[src/rtl/sigfrz_pkg.sv]
package sigfrz_pkg;

    typedef enum logic [1:0] {
        ST_RUN    = 2'b00,
        ST_FROZEN = 2'b01,
        ST_HOLD   = 2'b10
    } frz_state_e;

    typedef enum logic [1:0] {
        MODE_ESF  = 2'b00,
        MODE_D4   = 2'b01,
        MODE_E1   = 2'b10,
        MODE_RSVD = 2'b11
    } frame_mode_e;

endpackage

[src/rtl/sigfrz_cause.sv]
// Combines line indications and the software force into one freeze request.
module sigfrz_cause (
    input  logic oof,
    input  logic carrier_loss,
    input  logic align_chg,
    input  logic freeze_en,
    input  logic force_freeze,
    output logic freeze_req
);
    logic line_fault;

    always_comb begin
        line_fault = oof | carrier_loss | align_chg;
        freeze_req = (freeze_en & line_fault) | force_freeze;
    end
endmodule

[src/rtl/sigfrz_guard_timer.sv]
// Counts frame ticks during the post-recovery guard period.
module sigfrz_guard_timer
    import sigfrz_pkg::*;
#(
    parameter int ESF_FRAMES = 72,
    parameter int D4_FRAMES  = 36,
    parameter int E1_FRAMES  = 48
) (
    input  logic       clk,
    input  logic       rst_n,
    input  logic       clr,
    input  logic       tick,
    input  logic [1:0] mode,
    output logic       expired
);
    localparam int MAX_A  = (ESF_FRAMES > D4_FRAMES) ? ESF_FRAMES : D4_FRAMES;
    localparam int MAXF   = (MAX_A > E1_FRAMES) ? MAX_A : E1_FRAMES;
    localparam int CW     = $clog2(MAXF + 1);

    logic [CW-1:0] cnt;
    logic [CW-1:0] limit;
    logic [CW-1:0] last;
    frame_mode_e   fmode;

    always_comb begin
        fmode = frame_mode_e'(mode);
        unique case (fmode)
            MODE_ESF:  limit = CW'(ESF_FRAMES);
            MODE_D4:   limit = CW'(D4_FRAMES);
            MODE_E1:   limit = CW'(E1_FRAMES);
            MODE_RSVD: limit = CW'(MAXF);
            default:   limit = CW'(MAXF);
        endcase
        last    = limit - CW'(1);
        expired = tick & ~clr & (cnt == last);
    end

    always_ff @(posedge clk or negedge rst_n) begin
        if (!rst_n) begin
            cnt <= '0;
        end else if (clr) begin
            cnt <= '0;
        end else if (tick) begin
            cnt <= cnt + CW'(1);
        end
    end
endmodule

[src/rtl/sigfrz_mf_buffer.sv]
// Circular multiframe store; the read side shows the entry written DEPTH-1 writes before the newest.
module sigfrz_mf_buffer #(
    parameter int W     = 16,
    parameter int DEPTH = 4
) (
    input  logic         clk,
    input  logic         rst_n,
    input  logic         wr_en,
    input  logic [W-1:0] din,
    output logic [W-1:0] dout
);
    localparam int PW = (DEPTH > 1) ? $clog2(DEPTH) : 1;

    logic [PW-1:0] ptr;
    logic [W-1:0]  mem [DEPTH];

    always_ff @(posedge clk or negedge rst_n) begin
        if (!rst_n) begin
            ptr <= '0;
        end else if (wr_en) begin
            if (ptr == PW'(DEPTH - 1)) ptr <= '0;
            else                       ptr <= ptr + PW'(1);
        end
    end

    for (genvar i = 0; i < DEPTH; i++) begin : g_entry
        always_ff @(posedge clk or negedge rst_n) begin
            if (!rst_n) begin
                mem[i] <= '0;
            end else if (wr_en && (ptr == PW'(i))) begin
                mem[i] <= din;
            end
        end
    end

    // After a write the pointer sits on the oldest entry.
    assign dout = mem[ptr];
endmodule

[src/rtl/sigfrz_ctrl.sv]
module sigfrz_ctrl
    import sigfrz_pkg::*;
#(
    parameter int SIG_W      = 16,
    parameter int MF_DEPTH   = 4,
    parameter int ESF_FRAMES = 72,
    parameter int D4_FRAMES  = 36,
    parameter int E1_FRAMES  = 48
) (
    input  logic             clk,
    input  logic             rst_n,
    input  logic             frame_tick,
    input  logic             mf_strobe,
    input  logic [SIG_W-1:0] sig_in,
    input  logic             oof,
    input  logic             carrier_loss,
    input  logic             align_chg,
    input  logic [1:0]       mode,
    input  logic             freeze_en,
    input  logic             force_freeze,
    output logic [SIG_W-1:0] sig_out,
    output logic             freeze_active
);
    frz_state_e state, nxt;
    logic       freeze_req;
    logic       expired;
    logic       tmr_clr;
    logic       buf_wr;

    sigfrz_cause u_cause (
        .oof          (oof),
        .carrier_loss (carrier_loss),
        .align_chg    (align_chg),
        .freeze_en    (freeze_en),
        .force_freeze (force_freeze),
        .freeze_req   (freeze_req)
    );

    sigfrz_guard_timer #(
        .ESF_FRAMES (ESF_FRAMES),
        .D4_FRAMES  (D4_FRAMES),
        .E1_FRAMES  (E1_FRAMES)
    ) u_timer (
        .clk     (clk),
        .rst_n   (rst_n),
        .clr     (tmr_clr),
        .tick    (frame_tick),
        .mode    (mode),
        .expired (expired)
    );

    sigfrz_mf_buffer #(
        .W     (SIG_W),
        .DEPTH (MF_DEPTH)
    ) u_buf (
        .clk   (clk),
        .rst_n (rst_n),
        .wr_en (buf_wr),
        .din   (sig_in),
        .dout  (sig_out)
    );

    // State register
    always_ff @(posedge clk or negedge rst_n) begin
        if (!rst_n) state <= ST_RUN;
        else        state <= nxt;
    end

    // Next-state logic
    always_comb begin
        nxt = state;
        unique case (state)
            ST_RUN:    if (freeze_req)  nxt = ST_FROZEN;
            ST_FROZEN: if (!freeze_req) nxt = ST_HOLD;
            ST_HOLD: begin
                if (freeze_req)   nxt = ST_FROZEN;
                else if (expired) nxt = ST_RUN;
            end
            default:              nxt = ST_RUN;
        endcase
    end

    // Outputs
    always_comb begin
        freeze_active = (state != ST_RUN);
        buf_wr        = mf_strobe & (state == ST_RUN) & ~freeze_req;
        tmr_clr       = (state != ST_HOLD) | freeze_req;
    end
endmodule

[config.mk]
export PLATFORM = sky130hd
export DESIGN_NAME = sigfrz_ctrl
export DESIGN_NICKNAME = d
export VERILOG_FILES = /design/src/rtl/sigfrz_pkg.sv /design/src/rtl/sigfrz_cause.sv /design/src/rtl/sigfrz_guard_timer.sv /design/src/rtl/sigfrz_mf_buffer.sv /design/src/rtl/sigfrz_ctrl.sv
export SDC_FILE = /design/constraint.sdc
export NUM_CORES = 1
export LEC_CHECK = 0
export BUFFER_PORTS_ARGS = -buffer_cell sky130_fd_sc_hd__buf_2
export CAP_MARGIN = 20
export CORE_UTILIZATION = 45
export DETAILED_ROUTE_END_ITERATION = 6
export GPL_ROUTABILITY_DRIVEN = 0
export RECOVER_POWER = 50
export SLEW_MARGIN = 25
export SYNTH_ARGS = -nofsm -noshare
export SYNTH_HDL_FRONTEND = slang
export SYNTH_HIERARCHICAL = 1
export SYNTH_SLANG_ARGS = --single-unit
[constraint.sdc]
create_clock -name clk -period 2.42 [get_ports clk]
set_input_delay 0 -clock clk [delete_from_list [all_inputs] [get_ports clk]]
set_output_delay 0 -clock clk [all_outputs]
set_load 0.03 [all_outputs]
==> qor.txt, run 1 <==
===============================================================================================
Result of the run                                                                  finished with violations
Violated checks                                                                    capacitance limit, slew limit
CP top delay family                                                                multiplexers
Ys async rst share                                                                         1.00
I/O pin count                                                                                44
Critical path startpoint category                                                          flop
Drt via density                                                                            5.10
Final wirelength                                                                        6.37 mm
Clock buffer count from CTS                                                                   9
Setup fix buffers added after clock tree synthesis                                            0
Number of distinct library cells after synthesis                                             31
Die area                                                                              8530 um^2
Cell Area, Synth                                                                      3670 um^2
Area growth from synthesis to layout                                                      16.9%
Clk root buf                                                                           clkbuf_8
Crit-path cells                                                                    buf_4 -> mux4_1 -> buf_2
Drt first-iter violations                                                                    61
Worst path max stage delay                                                              0.60 ns
Initial Util                                                                              0.471
Grt ovf                                                                                       0
Biggest fanout along the worst timing path                                                   12
Synth area leader                                                                       dfrtp_1
Worst Path Buf+Inv                                                                            2
Fraction of final layout cells with drive strength greater than 1                         0.466
Logic gate share of total power                                                           0.398
Post-detailed-route wirelength per cell                                                 16.0 um
Ys flop type                                                                            dfrtp_1
Hold violation total from the final report                                                    0
Largest vdd supply drop                                                                0.462 mV
Share of the cycle needed by the critical path after routing                              0.848
First-pass iteration count of the detailed router                                             4
Vertical die dimension                                                                  92.4 um
Leak pwr                                                                                2.21 nW
Number of remaining DRC errors                                                                0
Slew Viols, Final                                                                            76
Worst-skew pair later-pin latency                                                       0.34 ns
Highest achievable clock rate                                                           487 MHz
Clock input transition at the sequential cells of the worst setup and hold paths        0.07 ns
Seq cells post-synth                                                                         75
Post-Synthesis Mean Instance Area                                                     16.2 um^2
Pin count of the biggest net entering global routing                                         76
Layout Nets                                                                                 326
Synthesized Nets                                                                            262
Total inserted antenna cells                                                                  0
Antenna violation net count after detailed routing                                            0
Final Setup Violations                                                                        0
P_int                                                                                   3.17 mW
Deepest clock path buffer count                                                               2
Switch share                                                                              0.337
Portion of the post-synthesis area used by sequential elements                            0.511
Minimum period implied by the final worst setup slack                                   2.05 ns
Signal arrival time at the worst endpoint                                               2.05 ns
Power share of the sequential group                                                       0.426
Power per cell area                                                                1120 nW/um^2
Worst Setup Slack, final                                                               0.368 ns
Top cells by area, synth                                                           dfrtp_1 51%, mux2_4 16%, mux2_2 7.4%, mux4_1 5.7%, mux4_2 4.9%
RSZ-0062 raised after global routing                                                      false
Worst slew slack as a fraction of its limit                                              -0.212
Number of instances in the synthesized netlist                                              227
Via count of the routed design                                                            2,030
Count of hold buffers inserted by post-cts repair                                            18
Number of fill cells                                                                        674
Number of gates resized after cts                                                             0
Total of warnings raised by yosys                                                             6
Critical path endpoint category                                                    primary output
Combined global-route utilization of all metal layers                                     0.166
Final clock skew                                                                     0.00984 ns
Setup Crit Path Kind                                                                 reg -> out
Transition time at the pin with the least slew margin                                   1.82 ns
Type of the worst min-delay path                                                      in -> reg
Num rows                                                                                     32
NetSw                                                                                   1.61 mW
Total power after layout                                                                4.79 mW
Clk sink count                                                                               75
Sum of net half-perimeters after detailed placement                                     4.12 mm
Final core utilization                                                                    0.550
Via count of the first global-routing pass                                                2,174
Post-Place Worst Slack                                                                 0.619 ns
Cell with the most instances after synthesis                                            dfrtp_1
# port buffers                                                                               43
Cell with the largest stage delay on the worst path                                      mux4_1
Die Wd                                                                                  92.4 um
Fraction of post-synthesis cell area in the top cell type by area                         0.511
Total Neg Setup Slack                                                                      0 ns
Worst path required time                                                                2.42 ns
Number of enable-type register cells in the synthesized netlist                               0
TritonCTS clock tree                                                                      built
CTS HTree Levels                                                                              3
Most instantiated cells after synthesis                                            75 x dfrtp_1, 40 x mux2_4, 24 x mux2_2
Wire length of the first global-routing pass                                            10.8 mm
Placeable Area                                                                        7810 um^2
Initial antenna violation count                                                               0
Share of total power in the clock network                                                 0.176
# Max-Cap Violations                                                                          1
===============================================================================================
-- cells in the final DEF (no fill, tap or decap), types with 2 or more instances in the layout --
cell	instances
nand2_4	4
inv_1	4
nand3_1	2
or3b_1	2
buf_2	41
or3_1	3
nand2_1	5
clkinv_2	2
dlygate4sd3_1	18
buf_4	3
xor2_1	5
mux2_2	24
mux4_2	8
clkbuf_8	10
mux4_1	8
mux2_4	40
nor2_1	9
dfrtp_1	75
nand4_1	2
clkbuf_1	3
o21ai_0	4
ha_1	8
a21oi_1	4
-- registers in the layout (all words and copies together), names as in the netlist --
| name | cells |
|---|---|
| u_buf/mem | 64 |
| u_timer/cnt | 7 |
| state | 2 |
| u_buf/ptr | 2 |
-- per-layer routing --
| metal | up-vias | routed length, um | GRT usage |
|---|---|---|---|
| li1 | 959 | - | - |
| met1 | 1024 | 3130 | 0.228 |
| met2 | 37 | 2930 | 0.262 |
| met3 | 10 | 208 | 0.0296 |
| met4 | 0 | 104 | 0.0625 |
| met5 | - | 0 | 0 |
-- worst min-delay path: stages --
cell and delay, ns:
buf_2 0.10, nor2_1 0.08, nor2_1 0.08, a21oi_1 0.11
-- cell families after synthesis --
group | count (synthesis) | share of synthesized area
mux | 81 | 0.346
flops | 75 | 0.511
simple gates | 32 | 0.0525
buf+inv | 15 | 0.0320
compound gates | 10 | 0.0170
fa+ha+maj | 8 | 0.0272
xor+xnor | 6 | 0.0143
-- power by group through the flow --
stage                     Sequential [mW]  Combinational, mW  Clock [mW]
final                                2.04               1.90       0.844
after global routing                 2.11               2.04       0.914
after CTS                            2.04               1.93       0.870
after detailed placement             2.07               1.90           0
after global placement               2.05               1.88           0
after floorplan                      1.91               1.63           0
-- per-stage QoR --
step / hold WS, ns / cells / area (um^2)
finish: 0.0866 / 398 / 4290
global route: 0.134 / 398 / 4290
CTS: 0.0820 / 398 / 4300
detailed placement: 0.201 / 364 / 3950
global placement: 0.215 / 364 / 3950
floorplan: -0.296 / 227 / 3670
-- area by class of cell --
class | count | area, um^2 | share of cell area
Sequential cell | 75 | 1880 | 0.437
Multi-Input combinational cell | 137 | 1690 | 0.393
Timing Repair Buffer | 64 | 417 | 0.0971
Clock buffer | 12 | 145 | 0.0338
Tap cell | 102 | 128 | 0.0297
Clock inverter | 4 | 26.3 | 0.00612
Inverter | 4 | 15.0 | 0.00350
-- path summary, 6_finish.rpt --
path | end | start | cells past startpoint | slack (ns)
worst max-delay path | sig_out[11] | u_buf/ptr[0] | 3 | 0.37
worst min-delay path | state[1] | force_freeze | 4 | 0.09
worst max register to register | u_buf/mem[32] | u_buf/ptr[1] | 4 | 0.61
worst min register to register | u_buf/mem[59] | u_buf/mem[59] | 1 | 0.50
max in group asynchronous | u_buf/mem[49] | rst_n | 2 | 0.65
min in group asynchronous | u_buf/mem[8] | rst_n | 2 | 0.69
(Power assumes the default switching activity.)
==> run 2, diff against run 1 <==
clock period = 2.1 ns   (was 2.42 ns; I/O delays follow)
==> qor.txt, run 2 (synthesized netlist as in run 1, its figures left out) <==
===============================================================================================
Power per cell area                                                                1350 nW/um^2
I/O pin count                                                                                44
Wire length on met2                                                                     2.97 mm
Post-Place Worst Slack                                                                 0.425 ns
Via count of the first global-routing pass                                                2,139
Final wirelength                                                                        6.56 mm
Leading cell types in the layout, fill and taps excluded                           75 x dfrtp_1, 42 x buf_2, 40 x mux2_4, 24 x mux2_2, 18 x dlygate4sd3_1
TritonCTS clock tree                                                                      built
Leak pwr                                                                                2.26 nW
Area growth from synthesis to layout                                                      19.5%
Clk root buf                                                                           clkbuf_8
Critical path startpoint category                                                          flop
Registers with the most flip-flops                                                 u_buf/mem: 64 flops, u_timer/cnt: 7 flops
R2R cell count                                                                                4
Post-Route M1 WL                                                                        3.28 mm
Type of the worst min-delay path                                                      in -> reg
Total inserted antenna cells                                                                  0
Antenna violation net count after detailed routing                                            0
Placeable Area                                                                        7810 um^2
Worst path required time                                                                2.10 ns
Met3 wire len                                                                            226 um
Placed inst area                                                                      3980 um^2
Worst Setup Slack, final                                                               0.279 ns
Switch share                                                                              0.317
Biggest fanout along the worst timing path                                                   12
Number of fill cells                                                                        636
RSZ-0062 raised after global routing                                                      false
Worst slew slack as a fraction of its limit                                               0.311
Number of gates resized after cts                                                             0
Minimum period implied by the final worst setup slack                                   1.82 ns
Total Neg Setup Slack                                                                      0 ns
Setup Crit Path Kind                                                                 reg -> out
Grt ovf                                                                                       0
Clock input transition at the sequential cells of the worst setup and hold paths        0.08 ns
Area of the multi-input gates                                                         1690 um^2
P_int                                                                                   4.05 mW
Critical path endpoint category                                                    primary output
CTS HTree Levels                                                                              3
Largest vdd supply drop                                                                0.537 mV
Final Setup Violations                                                                        0
Setup fix buffers added after clock tree synthesis                                            0
Flip-flop count of the largest register, all copies and words added                          64
Share of total power in the clock network                                                 0.228
Final clock skew                                                                     0.00855 ns
Combined global-route utilization of all metal layers                                     0.171
Sum of net half-perimeters after detailed placement                                     4.05 mm
# Max-Cap Violations                                                                          0
Logic gate share of total power                                                           0.387
Clock buffer count from CTS                                                                   9
Worst-skew pair later-pin latency                                                       0.34 ns
Result of the run                                                                  finished, final reports clean
Die area                                                                              8530 um^2
Fraction of final layout cells with drive strength greater than 1                         0.475
Signal arrival time at the worst endpoint                                               1.82 ns
WHS                                                                                   0.0934 ns
Register with the most flip-flops                                                     u_buf/mem
Share of the cycle needed by the critical path after routing                              0.867
Die Wd                                                                                  92.4 um
Pin count of the biggest net entering global routing                                         76
Hold violation total from the final report                                                    0
Drt first-iter violations                                                                    74
Slew Viols, Final                                                                             0
Post-route cell area                                                                  4390 um^2
Count of hold buffers inserted by post-cts repair                                            18
Top Layer Used                                                                             met4
Via count of the routed design                                                            2,065
Initial Util                                                                              0.471
Num rows                                                                                     32
Post-detailed-route wirelength per cell                                                 16.4 um
Initial antenna violation count                                                               0
# port buffers                                                                               43
Number of cells on the worst hold path                                                        4
Transition time at the pin with the least slew margin                                   1.03 ns
Drt via density                                                                            5.15
NetSw                                                                                   1.88 mW
Clk sink count                                                                               75
Layout Nets                                                                                 329
Highest achievable clock rate                                                           549 MHz
Vertical die dimension                                                                  92.4 um
Power share of the sequential group                                                       0.385
Total power after layout                                                                5.93 mW
Storage element area                                                                  1880 um^2
Deepest clock path buffer count                                                               2
First-pass iteration count of the detailed router                                             4
Wire length of the first global-routing pass                                            11.0 mm
Number of remaining DRC errors                                                                0
Most common cell after layout, fill and taps aside                                      dfrtp_1
===============================================================================================
## run 2: cell count changes in the layout (fill, tap and decap cells not counted), sizes merged
cell / change
bufinv: +3
buf: +3
clkinv: -3
## run 2: area by class of cell
cell class / count / share of cell area
Multi-Input combinational cell: 137 / 0.384
Timing Repair Buffer: 67 / 0.101
Sequential cell: 75 / 0.427
Inverter: 4 / 0.00342
Tap cell: 102 / 0.0291
Clock inverter: 4 / 0.0222
Clock buffer: 12 / 0.0331
## run 2: worst max-delay path, stage by stage, from the launching register on
cell	delay (ns)
dfrtp_1	0.38
buf_4	0.27
mux4_1	0.62
buf_2	0.20
## run 2: final timing paths
check                      slack (ns)             to           from
max                              0.28    sig_out[15]   u_buf/ptr[0]
min                              0.09       state[1]   force_freeze
max reg2reg                      0.42  u_buf/mem[24]       state[0]
min reg2reg                      0.50  u_buf/mem[44]  u_buf/mem[44]
max in group asynchronous        0.94  u_buf/mem[16]          rst_n
min in group asynchronous        0.51  u_buf/mem[62]          rst_n
## run 2: power by group through the flow
stage          combinational [mW]  clock (mW)  sequential, mW
2_1_floorplan                1.88           0            2.20
3_3_place_gp                 2.26           0            2.30
3_5_place_dp                 2.30           0            2.30
4_1_cts                      2.33        1.39            2.28
5_1_grt                      2.46        1.44            2.36
6_report                     2.29        1.35            2.28
## run 2: layer usage
metal | vias to the layer above | GRT usage
met4 | 0 | 0.0742
met5 | - | 0
li1 | 967 | -
met3 | 8 | 0.0337
met2 | 42 | 0.255
met1 | 1048 | 0.244
## run 2: per-stage QoR
| stage | cells | util |
|---|---|---|
| 6_report | 401 | 0.562 |
| 5_1_grt | 401 | 0.562 |
| 4_1_cts | 401 | 0.564 |
| 3_5_place_dp | 367 | 0.510 |
| 3_3_place_gp | 367 | 0.510 |
| 2_1_floorplan | 227 | - |
==> run 3, diff against run 2 <==
--- a/config.mk
+++ b/config.mk
@@ -9,5 +9,6 @@
 export CAP_MARGIN = 20
+export CORE_MARGIN = 10
 export CORE_UTILIZATION = 45
 export DETAILED_ROUTE_END_ITERATION = 6
-export GPL_ROUTABILITY_DRIVEN = 0
+export GPL_ROUTABILITY_DRIVEN = 1
 export RECOVER_POWER = 50
==> constraint.sdc (replaced) <==
create_clock -name clk -period 2.1 [get_ports clk]
set_input_delay 0.315 -clock clk [delete_from_list [all_inputs] [get_ports clk]]
set_output_delay 0.315 -clock clk [all_outputs]
set_load 0.03 [all_outputs]
==> qor.txt, run 3 (synthesized netlist as in run 1, its figures left out) <==
===============================================================================================
Total Neg Setup Slack                                                                      0 ns
CTS HTree Levels                                                                              3
Setup slack, reg-to-reg                                                                 0.42 ns
Final Setup Violations                                                                        0
Clk root buf                                                                           clkbuf_8
Final clock skew                                                                     0.00945 ns
Layout Nets                                                                                 313
Drt first-iter violations                                                                   101
Combined global-route utilization of all metal layers                                     0.120
R2R cell count                                                                                5
Hold violation total from the final report                                                    0
Result of the run                                                                  finished, final reports clean
Clk sink count                                                                               75
Vertical die dimension                                                                   110 um
Most common cell after layout, fill and taps aside                                      dfrtp_1
Via count of the first global-routing pass                                                2,135
Biggest fanout along the worst timing path                                                   12
Area of the multi-input gates                                                         1690 um^2
Deepest clock path buffer count                                                               2
Reg-to-Reg End                                                                         state[1]
TritonCTS clock tree                                                                      built
Flip-flop count of the largest register, all copies and words added                          64
Post-detailed-route wirelength per cell                                                 17.7 um
Post-Place Worst Slack                                                                 0.127 ns
First-pass iteration count of the detailed router                                             4
Pin count of the biggest net entering global routing                                         38
Sum of net half-perimeters after detailed placement                                     4.65 mm
# port buffers                                                                               43
Die area                                                                            12,200 um^2
Final weighted congestion of routability-driven global placement                          0.712
Transition time at the pin with the least slew margin                                  0.904 ns
Minimum period implied by the final worst setup slack                                   1.99 ns
Leading cell types in the layout, fill and taps excluded                           74 x dfrtp_1, 42 x buf_2, 40 x mux2_4, 24 x mux2_2
# Max-Cap Violations                                                                          0
Worst-skew pair later-pin latency                                                       0.34 ns
Wire length of the first global-routing pass                                            11.2 mm
Clock input transition at the sequential cells of the worst setup and hold paths        0.08 ns
Initial antenna violation count                                                               0
Highest achievable clock rate                                                           502 MHz
Initial Util                                                                              0.468
Worst slew slack as a fraction of its limit                                               0.397
Clock buffer count from CTS                                                                   9
Leak pwr                                                                                2.17 nW
Num rows                                                                                     32
Critical path startpoint category                                                          flop
Worst path required time                                                                1.78 ns
RSZ-0062 raised after global routing                                                      false
Number of fill cells                                                                        691
I/O pin count                                                                                44
Placeable Area                                                                        7850 um^2
Type of the worst min-delay path                                                      in -> reg
Setup Crit Path Kind                                                                 reg -> out
Worst hold path startpoint                                                            sig_in[2]
Total inserted antenna cells                                                                  0
Storage element area                                                                  1880 um^2
Largest vdd supply drop                                                                0.600 mV
Antenna violation net count after detailed routing                                            0
Endpoint of the worst hold-timing path                                             u_buf/mem[50]
Number of cells on the worst hold path                                                        2
Worst Setup Slack, final                                                               0.110 ns
Share of the cycle needed by the critical path after routing                              0.948
Fraction of final layout cells with drive strength greater than 1                         0.509
Area growth from synthesis to layout                                                      13.6%
Grt ovf                                                                                       0
Critical path endpoint category                                                    primary output
Final wirelength                                                                        6.82 mm
Via count of the routed design                                                            1,991
Total power after layout                                                                5.66 mW
WHS                                                                                    0.247 ns
Die Wd                                                                                   110 um
Register with the most flip-flops                                                     u_buf/mem
Drt via density                                                                            5.17
Signal arrival time at the worst endpoint                                               1.68 ns
Number of remaining DRC errors                                                                0
Power per cell area                                                                1360 nW/um^2
Registers with the most flip-flops                                                 u_buf/mem: 64 flops, u_timer/cnt: 7 flops
Slew Viols, Final                                                                             0
Worst flop-to-flop path startpoint                                                 u_timer/cnt[4]
===============================================================================================
[run 3: cell count changes in the layout (fill, tap and decap cells not counted), moves of 2 or more]
cell,delta
buf_4,-2
bufinv_16,-2
clkbuf_2,+3
clkbuf_4,-2
clkinv_2,+2
dlygate4sd3_1,-17
[run 3: area by class of cell]
cell class              count  area share
inverters                   4     0.00360
multi-input cells         137       0.404
clock buffers              10      0.0306
clock inverters             6      0.0156
flip-flops and latches     75       0.450
repair buffers             51      0.0654
well taps                 102      0.0306
[run 3: worst max-delay path by stage]
| stage | start | to | slack, ns | cells past startpoint |
|---|---|---|---|---|
| 2_1_floorplan | carrier_loss | u_buf/mem[21] | 0.31 | 7 |
| 6_report | u_buf/ptr[0] | sig_out[12] | 0.11 | 3 |
| 3_5_place_dp | carrier_loss | u_buf/mem[7] | 0.13 | 7 |
| 4_1_cts | u_buf/ptr[0] | sig_out[12] | 0.007 | 3 |
| 3_3_place_gp | carrier_loss | u_buf/mem[43] | 0.14 | 7 |
| 5_1_grt | u_buf/ptr[0] | sig_out[12] | 0.02 | 3 |
[run 3: worst max-delay path, cell delays in order, from the launching register on]
cell and delay, ns:
dfrtp_1 0.37, buf_6 0.21, mux4_1 0.58, buf_2 0.19
[run 3: what timing repair did]
item / in CTS / in global routing
resized for setup: 0 / 2
buffers inserted: 0 / 0
hold buffers: 1 / 0
setup endpoints to repair: 0 / 9
endpoints found under the hold margin: 35 / 0
[run 3: stage by stage]
step,std cells,cell area (um^2),util
after floorplan,227,3670,-
after global placement,368,3980,0.507
after detailed placement,368,3980,0.507
after CTS,385,4180,0.532
after global routing,385,4170,0.532
final,385,4170,0.532
[run 3: power by group]
part	total (mW)	internal [mW]	leakage [nW]	switching [mW]
sequential	2.31	2.00	0.979	0.309
clock	1.08	0.552	0.0966	0.527
combinational	2.27	1.20	1.09	1.07
[run 3: layer usage]
layer	global-route usage	vias up	wire [um]
met5	0	-	0
met4	0.0358	0	25
met3	0.0389	2	363
met2	0.176	37	3110
met1	0.167	1015	3320
li1	-	937	-
